## src/rtl/pstage_rst_seq.sv

```systemverilog
module pstage_rst_seq #(
  parameter int PRECHARGE_CYC = 50000,
  parameter int PER_MIN_CYC   = 125,
  parameter int PER_MAX_CYC   = 143,
  parameter int QUAL_PERIODS  = 8,
  parameter int TIMEOUT_CYC   = 200
) (
  input  logic clk,
  input  logic rst_n,
  input  logic supply_good,
  input  logic mod_ready,
  input  logic pwm_in,
  input  logic mute_req,
  input  logic shutdown_req,
  output logic stage_rst_n,
  output logic pwm_stop_ok
);
  localparam int STOP_WAIT = 2 * PER_MAX_CYC;
  localparam int PW = $clog2(TIMEOUT_CYC + 2);
  localparam int CW = $clog2(PRECHARGE_CYC + 1);
  localparam int QW = $clog2(QUAL_PERIODS + 1);
  localparam int SW = $clog2(STOP_WAIT + 1);
  localparam logic [PW-1:0] PER_SAT = PW'(TIMEOUT_CYC + 1);
  localparam logic [PW-1:0] PER_LO  = PW'(PER_MIN_CYC);
  localparam logic [PW-1:0] PER_HI  = PW'(PER_MAX_CYC);
  localparam logic [CW-1:0] PRE_END = CW'(PRECHARGE_CYC);
  localparam logic [QW-1:0] QUAL_N  = QW'(QUAL_PERIODS);
  localparam logic [SW-1:0] STOP_N  = SW'(STOP_WAIT);

  logic [2:0]    pwm_sync;
  logic [PW-1:0] per_cnt;
  logic          have_edge;
  logic [QW-1:0] qual_cnt;
  logic [CW-1:0] pre_cnt;
  logic [SW-1:0] low_cnt;

  wire pwm_rise  = pwm_sync[1] & ~pwm_sync[2];
  wire stale     = per_cnt == PER_SAT;
  wire in_win    = (per_cnt >= PER_LO) && (per_cnt <= PER_HI);
  wire stream_ok = qual_cnt == QUAL_N;
  wire charged   = pre_cnt == PRE_END;
  wire release_ok = supply_good & charged & mod_ready & stream_ok &
                    ~mute_req & ~shutdown_req;

  always_ff @(posedge clk or negedge rst_n)
    if (!rst_n) pwm_sync <= '0;
    else        pwm_sync <= {pwm_sync[1:0], pwm_in};

  always_ff @(posedge clk or negedge rst_n)
    if (!rst_n)        per_cnt <= PER_SAT;
    else if (pwm_rise) per_cnt <= PW'(1);
    else if (!stale)   per_cnt <= per_cnt + PW'(1);

  always_ff @(posedge clk or negedge rst_n)
    if (!rst_n)        have_edge <= 1'b0;
    else if (pwm_rise) have_edge <= 1'b1;
    else if (stale)    have_edge <= 1'b0;

  always_ff @(posedge clk or negedge rst_n)
    if (!rst_n) qual_cnt <= '0;
    else if (stale) qual_cnt <= '0;
    else if (pwm_rise) begin
      if (!have_edge || !in_win) qual_cnt <= '0;
      else if (!stream_ok)       qual_cnt <= qual_cnt + QW'(1);
    end

  always_ff @(posedge clk or negedge rst_n)
    if (!rst_n)            pre_cnt <= '0;
    else if (!supply_good) pre_cnt <= '0;
    else if (!charged)     pre_cnt <= pre_cnt + CW'(1);

  always_ff @(posedge clk or negedge rst_n)
    if (!rst_n) stage_rst_n <= 1'b0;
    else        stage_rst_n <= release_ok;

  always_ff @(posedge clk or negedge rst_n)
    if (!rst_n)              low_cnt <= '0;
    else if (stage_rst_n)    low_cnt <= '0;
    else if (low_cnt != STOP_N) low_cnt <= low_cnt + SW'(1);

  assign pwm_stop_ok = ~stage_rst_n & (low_cnt == STOP_N);
endmodule

```

## config.mk

```make
export PLATFORM = sky130hd
export DESIGN_NAME = pstage_rst_seq
export DESIGN_NICKNAME = d
export VERILOG_FILES = /design/src/rtl/pstage_rst_seq.sv
export SDC_FILE = /design/constraint.sdc
export NUM_CORES = 1
export LEC_CHECK = 0
export BUFFER_PORTS_ARGS = -buffer_cell sky130_fd_sc_hd__buf_2
export CAP_MARGIN = 10
export CORE_MARGIN = 1.5
export CORE_UTILIZATION = 55
export CTS_CLUSTER_SIZE = 14
export DETAILED_ROUTE_END_ITERATION = 16
export GPL_ROUTABILITY_DRIVEN = 0
export PLACE_DENSITY_LB_ADDON = 0.2
export SLEW_MARGIN = 20
export SYNTH_ARGS = -nofsm -noshare
export SYNTH_HDL_FRONTEND = slang
export SYNTH_SLANG_ARGS = --single-unit
```

## constraint.sdc

```tcl
create_clock -name clk -period 1.53 [get_ports clk]
set_input_delay 0.0765 -clock clk [delete_from_list [all_inputs] [get_ports clk]]
set_output_delay 0.0765 -clock clk [all_outputs]
set_load 0.1 [all_outputs]
```

==> results.txt, run 1 <==
sw frac: 0.255
total power: 2.49 mW
Yosys reg bits: 42
crit path from: low_cnt[0]
largest net degree at the start of global routing: 25
Rows: 22
Yosys cell types: 46
number of enable flip-flop cells after synthesis: 0
failing checks: setup timing
CTS Buffer Depth: 2
proportion of synthesized chip area in sequential cells: 0.475
Setup CP Type: flop to primary output
hold depth: 3
I/O pins: 9
vias per std cell: 5.90
final worst path period need: 1.86 ns
Tightest Hold Check Type: input port to flop
Mean Syn Cell Area: 10.1 sq um
chip height: 66.5 um
Crit Reg-Reg Startpoint: low_cnt[0]
initial antenna violation count: 0
maximum clock frequency: 0.538 GHz
I/O Buffers: 8
reg2reg end: low_cnt[1]
PnR worst setup slack: -0.328 ns
DR pass1 iterations: 4
RSZ-0062 raised after global routing: true
final setup fails: 14
required time worst endpoint: 1.45 ns
GR Util met1: 0.330
Hold Startpoint: mod_ready
status: complete, but fails checks
depth of the CTS H-tree: 2
wire per inst: 17.9 um
final hold violations: 0
number of global-route vias before repair: 1839
yosys warns: 0
Worst-path clk slew: 0.09 ns
power density cells: 831 nW/um^2
Hold Path End: stage_rst_n
Logic pwr share: 0.161
synthesized instance count: 219
worst-margin pin slew: 0.485 ns
Area Growth Syn to Fin: 35.1%
P_sw: 0.637 mW
first-pass GRT wire length: 8580 um
Worst Setup End Kind: primary output
r2r worst-path depth: 6
CTS root buffer: clkbuf_8
Startpoint Class: flop
Int Pwr: 1.86 mW
max-slew violations: 0
antenna-violating nets left: 0
Setup Skew: 0.0150 ns
core area: 3770 sq um
TritonCTS Buffers: 5
dpl hpwl: 3270 um
critical path data arrival time: 1.78 ns
Final #Nets: 281
Clock Sink Count: 42
Register Area: 1060 sq um
CTS tree: built
maxcap violations: 0
Most used DFF post-synth: dfrtp_1
clk_lat worst skew: 0.30 ns
detailed-route via count: 1852
gr busiest metal: met2
Slew headroom: 0.677
R2R setup slack: -0.20 ns
Reg power frac: 0.495
gr usage total: 0.261
VDD IR max: 0.815 mV
Initial Util: 0.589
chip width: 66.5 um
wirelength, routed: 5610 um
drt drc: 0
CP Max Fanout: 2
Period Utilization, post-route: 1.21
Initial DRC Count: 88
WHS: 0.0394 ns
Mapped Nets: 235
fill cell count: 214
leak pwr: 1.33 nW
footprint of the multi-input gates: 1390 sq um
Clk pwr share: 0.345
Async S/R FF share, synth: 1.00
GR Overflow Total: 0
die area: 4430 sq um
layout cells sized above 1: 0.372
mapped cell area: 2220 sq um
diodes inserted: 0
met3 Track Usage GR: 0.0422
met2 usage: 0.446
-- routing by layer --
metal | part of all wire | up-vias
met4 | 0.029 | 0
li1 | - | 868
met5 | 0 | -
met1 | 0.43 | 913
met3 | 0.025 | 19
met2 | 0.52 | 52
-- synthesized netlist by cell type, types with 2 or more instances --
library cell  count  area (sq um)
a21boi_0          4          30.0
a21oi_1           3          15.0
a31oi_1           4          25.0
and2_1           10          62.6
and3_1            2          12.5
and4_1            2          17.5
clkbuf_1          3          11.3
dfrtp_1          38           951
dfstp_2           4           105
ha_1              9           113
inv_1            10          37.5
nand2_1          14          52.6
nand2b_1          5          31.3
nand3_1          12          60.1
nand3b_1          3          22.5
nand4_1           7          43.8
nand4b_1          2          17.5
nor2_1           16          60.1
nor2b_1           7          43.8
nor3_1            6          30.0
nor4_1            4          25.0
nor4b_1           2          17.5
o21ai_0           4          20.0
o21bai_1          2          15.0
o22ai_1           2          12.5
o2bb2ai_1         3          26.3
or3_1             3          18.8
xnor2_1           8          70.1
xor2_1           13           114
-- cell families after synthesis --
| kind of cell | synth area share |
|---|---|
| AO/OA/AOI/OAI | 0.0896 |
| buffers and inverters | 0.0293 |
| XOR/XNOR | 0.0828 |
| multiplexers | 0.00451 |
| adder cells (fa/ha/maj) | 0.0507 |
| AND/OR/NAND/NOR | 0.268 |
| flip-flops | 0.475 |
-- what timing repair did --
item / CTS / global route
gates cloned: 0 / 1
hold buffers: 2 / 0
setup endpoints to repair: 11 / 26
pin swaps: 12 / 15
buffers inserted: 4 / 5
hold endpoints to repair: 17 / 0
resized for setup: 14 / 43
-- final cells by class --
cell class / instances / share of cell area
clock buffer: 7 / 0.0254
clock inverter: 1 / 0.0100
inverter: 10 / 0.0125
multi-input combinational: 163 / 0.462
sequential: 42 / 0.353
tap: 48 / 0.0200
timing repair buffer: 43 / 0.117
-- state kept, by name, indices dropped and copies added (netlist names) --
name,flops
have_edge,1
low_cnt,9
pre_cnt,16
qual_cnt,4
per_cnt,8
stage_rst_n,1
pwm_sync,3
-- power by group through the flow --
stage / combinational (mW) / sequential (mW) / clock (mW)
floorplan: 0.130 / 1.24 / 0
global placement: 0.241 / 1.24 / 0
detailed placement: 0.255 / 1.24 / 0
CTS: 0.305 / 1.22 / 0.869
global route: 0.438 / 1.24 / 0.924
finish: 0.401 / 1.23 / 0.859
-- layout by cell type (no fill, tap or decap), types with 6 or more instances in the layout --
cell type,n
and2_1,10
buf_2,7
buf_4,28
dfrtp_1,35
ha_4,6
inv_1,6
nand2_1,11
nand3_1,10
nand4_1,7
nor2_1,12
nor2b_1,6
xnor2_1,6
xor2_1,13
-- through the flow --
stage          worst slack [ns]  utilization  area (sq um)  instances  setup TNS (ns)
3_3_place_gp            -0.0250        0.673          2540        296         -0.0831
4_1_cts                  -0.362        0.735          2770        310           -1.43
3_5_place_dp             -0.127        0.673          2540        296          -0.578
5_1_grt                  -0.397        0.796          3000        314           -2.23
2_1_floorplan            -0.283            -          2240        219          -0.308
6_report                 -0.328        0.796          3000        314           -1.37
-- worst max-delay path: stages (launching register included) --
cell      delay (ns)
dfrtp_1         0.40
inv_2           0.08
ha_4            0.12
nand4b_1        0.10
or4_4           0.46
nor2_4          0.15
buf_12          0.18
-- worst max path at each step --
stage / end / slack (ns) / cells past startpoint
2_1_floorplan: pwm_stop_ok / -0.28 / 6
3_3_place_gp: pre_cnt[0] / -0.03 / 6
3_5_place_dp: qual_cnt[0] / -0.13 / 6
4_1_cts: pwm_stop_ok / -0.36 / 6
5_1_grt: pwm_stop_ok / -0.40 / 6
6_report: pwm_stop_ok / -0.33 / 6
Note: power is estimated with default switching activity, not from simulation.
==> run 2: changes to the inputs <==
- CORE_UTILIZATION: 55 -> 29
- SETUP_SLACK_MARGIN: default -> 0.15
==> results.txt, run 2 (synthesized netlist as in run 1, its figures left out) <==
maxcap violations: 0 (unchanged)
TritonCTS Buffers: 5 (unchanged)
Worst-path clk slew: 0.08 ns (about the same)
chip width: 90.5 um (+36%)
Initial DRC Count: 83 (-5.7%)
fill cell count: 681 (+220%)
VDD IR max: 0.525 mV (-36%)
Setup CP Type: flop to primary output
CTS root buffer: clkbuf_8
Startpoint Class: flop
gr usage total: 0.125 (-0.135)
status: complete, but fails checks
total power: 2.51 mW (+0.46%)
Period Utilization, post-route: 1.17 (-0.0470)
Slew headroom: 0.670 (-0.00716)
Top reg by flops: pre_cnt
layout cells sized above 1: 0.466 (+0.0943)
Tightest Hold Check Type: input port to flop
met2 usage: 0.208 (-0.238)
CTS Buffer Depth: 2 (unchanged)
CP Max Fanout: 2 (unchanged)
Worst Setup End Kind: primary output
Final #Nets: 298 (+6.0%)
largest net degree at the start of global routing: 21 (-16%)
CP top delay family: simple AND/OR/NAND/NOR gates
wirelength, routed: 5060 um (-9.8%)
GR Util met1: 0.159 (-0.170)
depth of the CTS H-tree: 2 (unchanged)
final hold violations: 0 (unchanged)
WHS: 0.0478 ns (+0.00845 ns)
antenna-violating nets left: 0 (unchanged)
chip height: 90.5 um (+36%)
number of global-route vias before repair: 1788 (-2.8%)
most frequent cells in the layout: 34 x buf_4, 32 x dfrtp_1, 14 x buf_6
dpl hpwl: 3090 um (-5.6%)
gr busiest metal: met2
pre-CTS WS: -0.118 ns (+0.00902 ns)
power density cells: 749 nW/um^2 (-9.9%)
Setup Skew: 0.00724 ns (-0.00780 ns)
Top Registers: pre_cnt: 16 flops, low_cnt: 9 flops, per_cnt: 8 flops
crit-path cells: inv_1, ha_1, nand4b_1, or4_4, nor2_4, buf_12
DR pass1 iterations: 4 (unchanged)
detailed-route via count: 1812 (-2.2%)
initial antenna violation count: 0 (unchanged)
Buf/Inv on CP: 2 (unchanged)
failing checks: setup timing
I/O pins: 9 (unchanged)
final setup fails: 13 (-1)
worst-margin pin slew: 0.495 ns (+0.0107 ns)
drt drc: 0 (unchanged)
PnR worst setup slack: -0.257 ns (+0.0719 ns)
diodes inserted: 0 (unchanged)
Area Growth Syn to Fin: 50.7%
met3 Track Usage GR: 0.0311 (-0.0111)
Rows: 31 (+41%)
I/O Buffers: 8 (unchanged)
first-pass GRT wire length: 8290 um (-3.4%)
RSZ-0062 raised after global routing: true
Largest stage delay, worst path: 0.46 ns (about the same)
critical path data arrival time: 1.71 ns (-0.07 ns)
leak pwr: 1.54 nW (+16%)
final worst path period need: 1.79 ns (-0.0719 ns)
wire per inst: 13.2 um (-26%)
Clock Sink Count: 42 (unchanged)
GR Overflow Total: 0 (unchanged)
commonest non-fill, non-tap cell in the layout: buf_4
Initial Util: 0.303 (-0.286)
max-slew violations: 0 (unchanged)
maximum clock frequency: 0.560 GHz (+4.0%)
required time worst endpoint: 1.45 ns (about the same)
clk_lat worst skew: 0.29 ns (about the same)
core area: 7330 sq um (+94%)
slowest cell on the critical path: or4_4
max FFs per register: 16 (unchanged)
CTS tree: built
vias per std cell: 4.74 (-20%)
die area: 8190 sq um (+85%)
[run 2: stage by stage]
stage               utilization  std cells  setup TNS (ns)  cell area, sq um
finish                    0.457        382           -1.24              3350
global route              0.457        382           -2.61              3350
CTS                       0.412        370           -1.11              3020
detailed placement        0.364        350          -0.220              2670
global placement          0.364        350         -0.0923              2670
floorplan                     -        219          -0.344              2280
[run 2: metal layers]
layer | vias up | share of wire
li1 | 904 | -
met1 | 885 | 0.45
met2 | 21 | 0.52
met3 | 2 | 0.025
met4 | 0 | 0.0067
met5 | - | 0
[run 2: final timing paths]
kind / start / slack, ns / to / cells past startpoint
worst max register to register: low_cnt[0] / -0.17 / low_cnt[0] / 8
worst min-delay path: mod_ready / 0.05 / stage_rst_n / 3
max in group asynchronous: rst_n / 0.72 / per_cnt[7] / 3
min in group asynchronous: rst_n / 0.27 / low_cnt[3] / 2
worst max-delay path: low_cnt[0] / -0.26 / pwm_stop_ok / 6
worst min register to register: pwm_sync[0] / 0.35 / pwm_sync[1] / 0
[run 2: final cells by class]
class / instances / area [sq um] / area share
timing repair buffer: 60 / 528 / 0.158
inverter: 10 / 37.5 / 0.0112
sequential: 42 / 1060 / 0.318
multi-input combinational: 163 / 1490 / 0.444
clock inverter: 3 / 40.0 / 0.0120
clock buffer: 5 / 68.8 / 0.0206
tap: 99 / 124 / 0.0370
[run 2: repair_timing]
action,in CTS,in global routing
setup endpoints to repair,31,36
gates resized for setup,35,45
hold buffers,2,0
cloned,0,1
endpoints found under the hold margin,16,0
setup buffers,10,11
pin swaps,21,31
[run 2: worst min-delay path, cell delays in order]
cell	delay, ns
buf_2	0.11
nand4_1	0.10
nor2_2	0.04
[run 2: power breakdown]
part | internal, mW | switching, mW
Clock | 0.481 | 0.385
Sequential | 1.17 | 0.0452
Combinational | 0.220 | 0.206
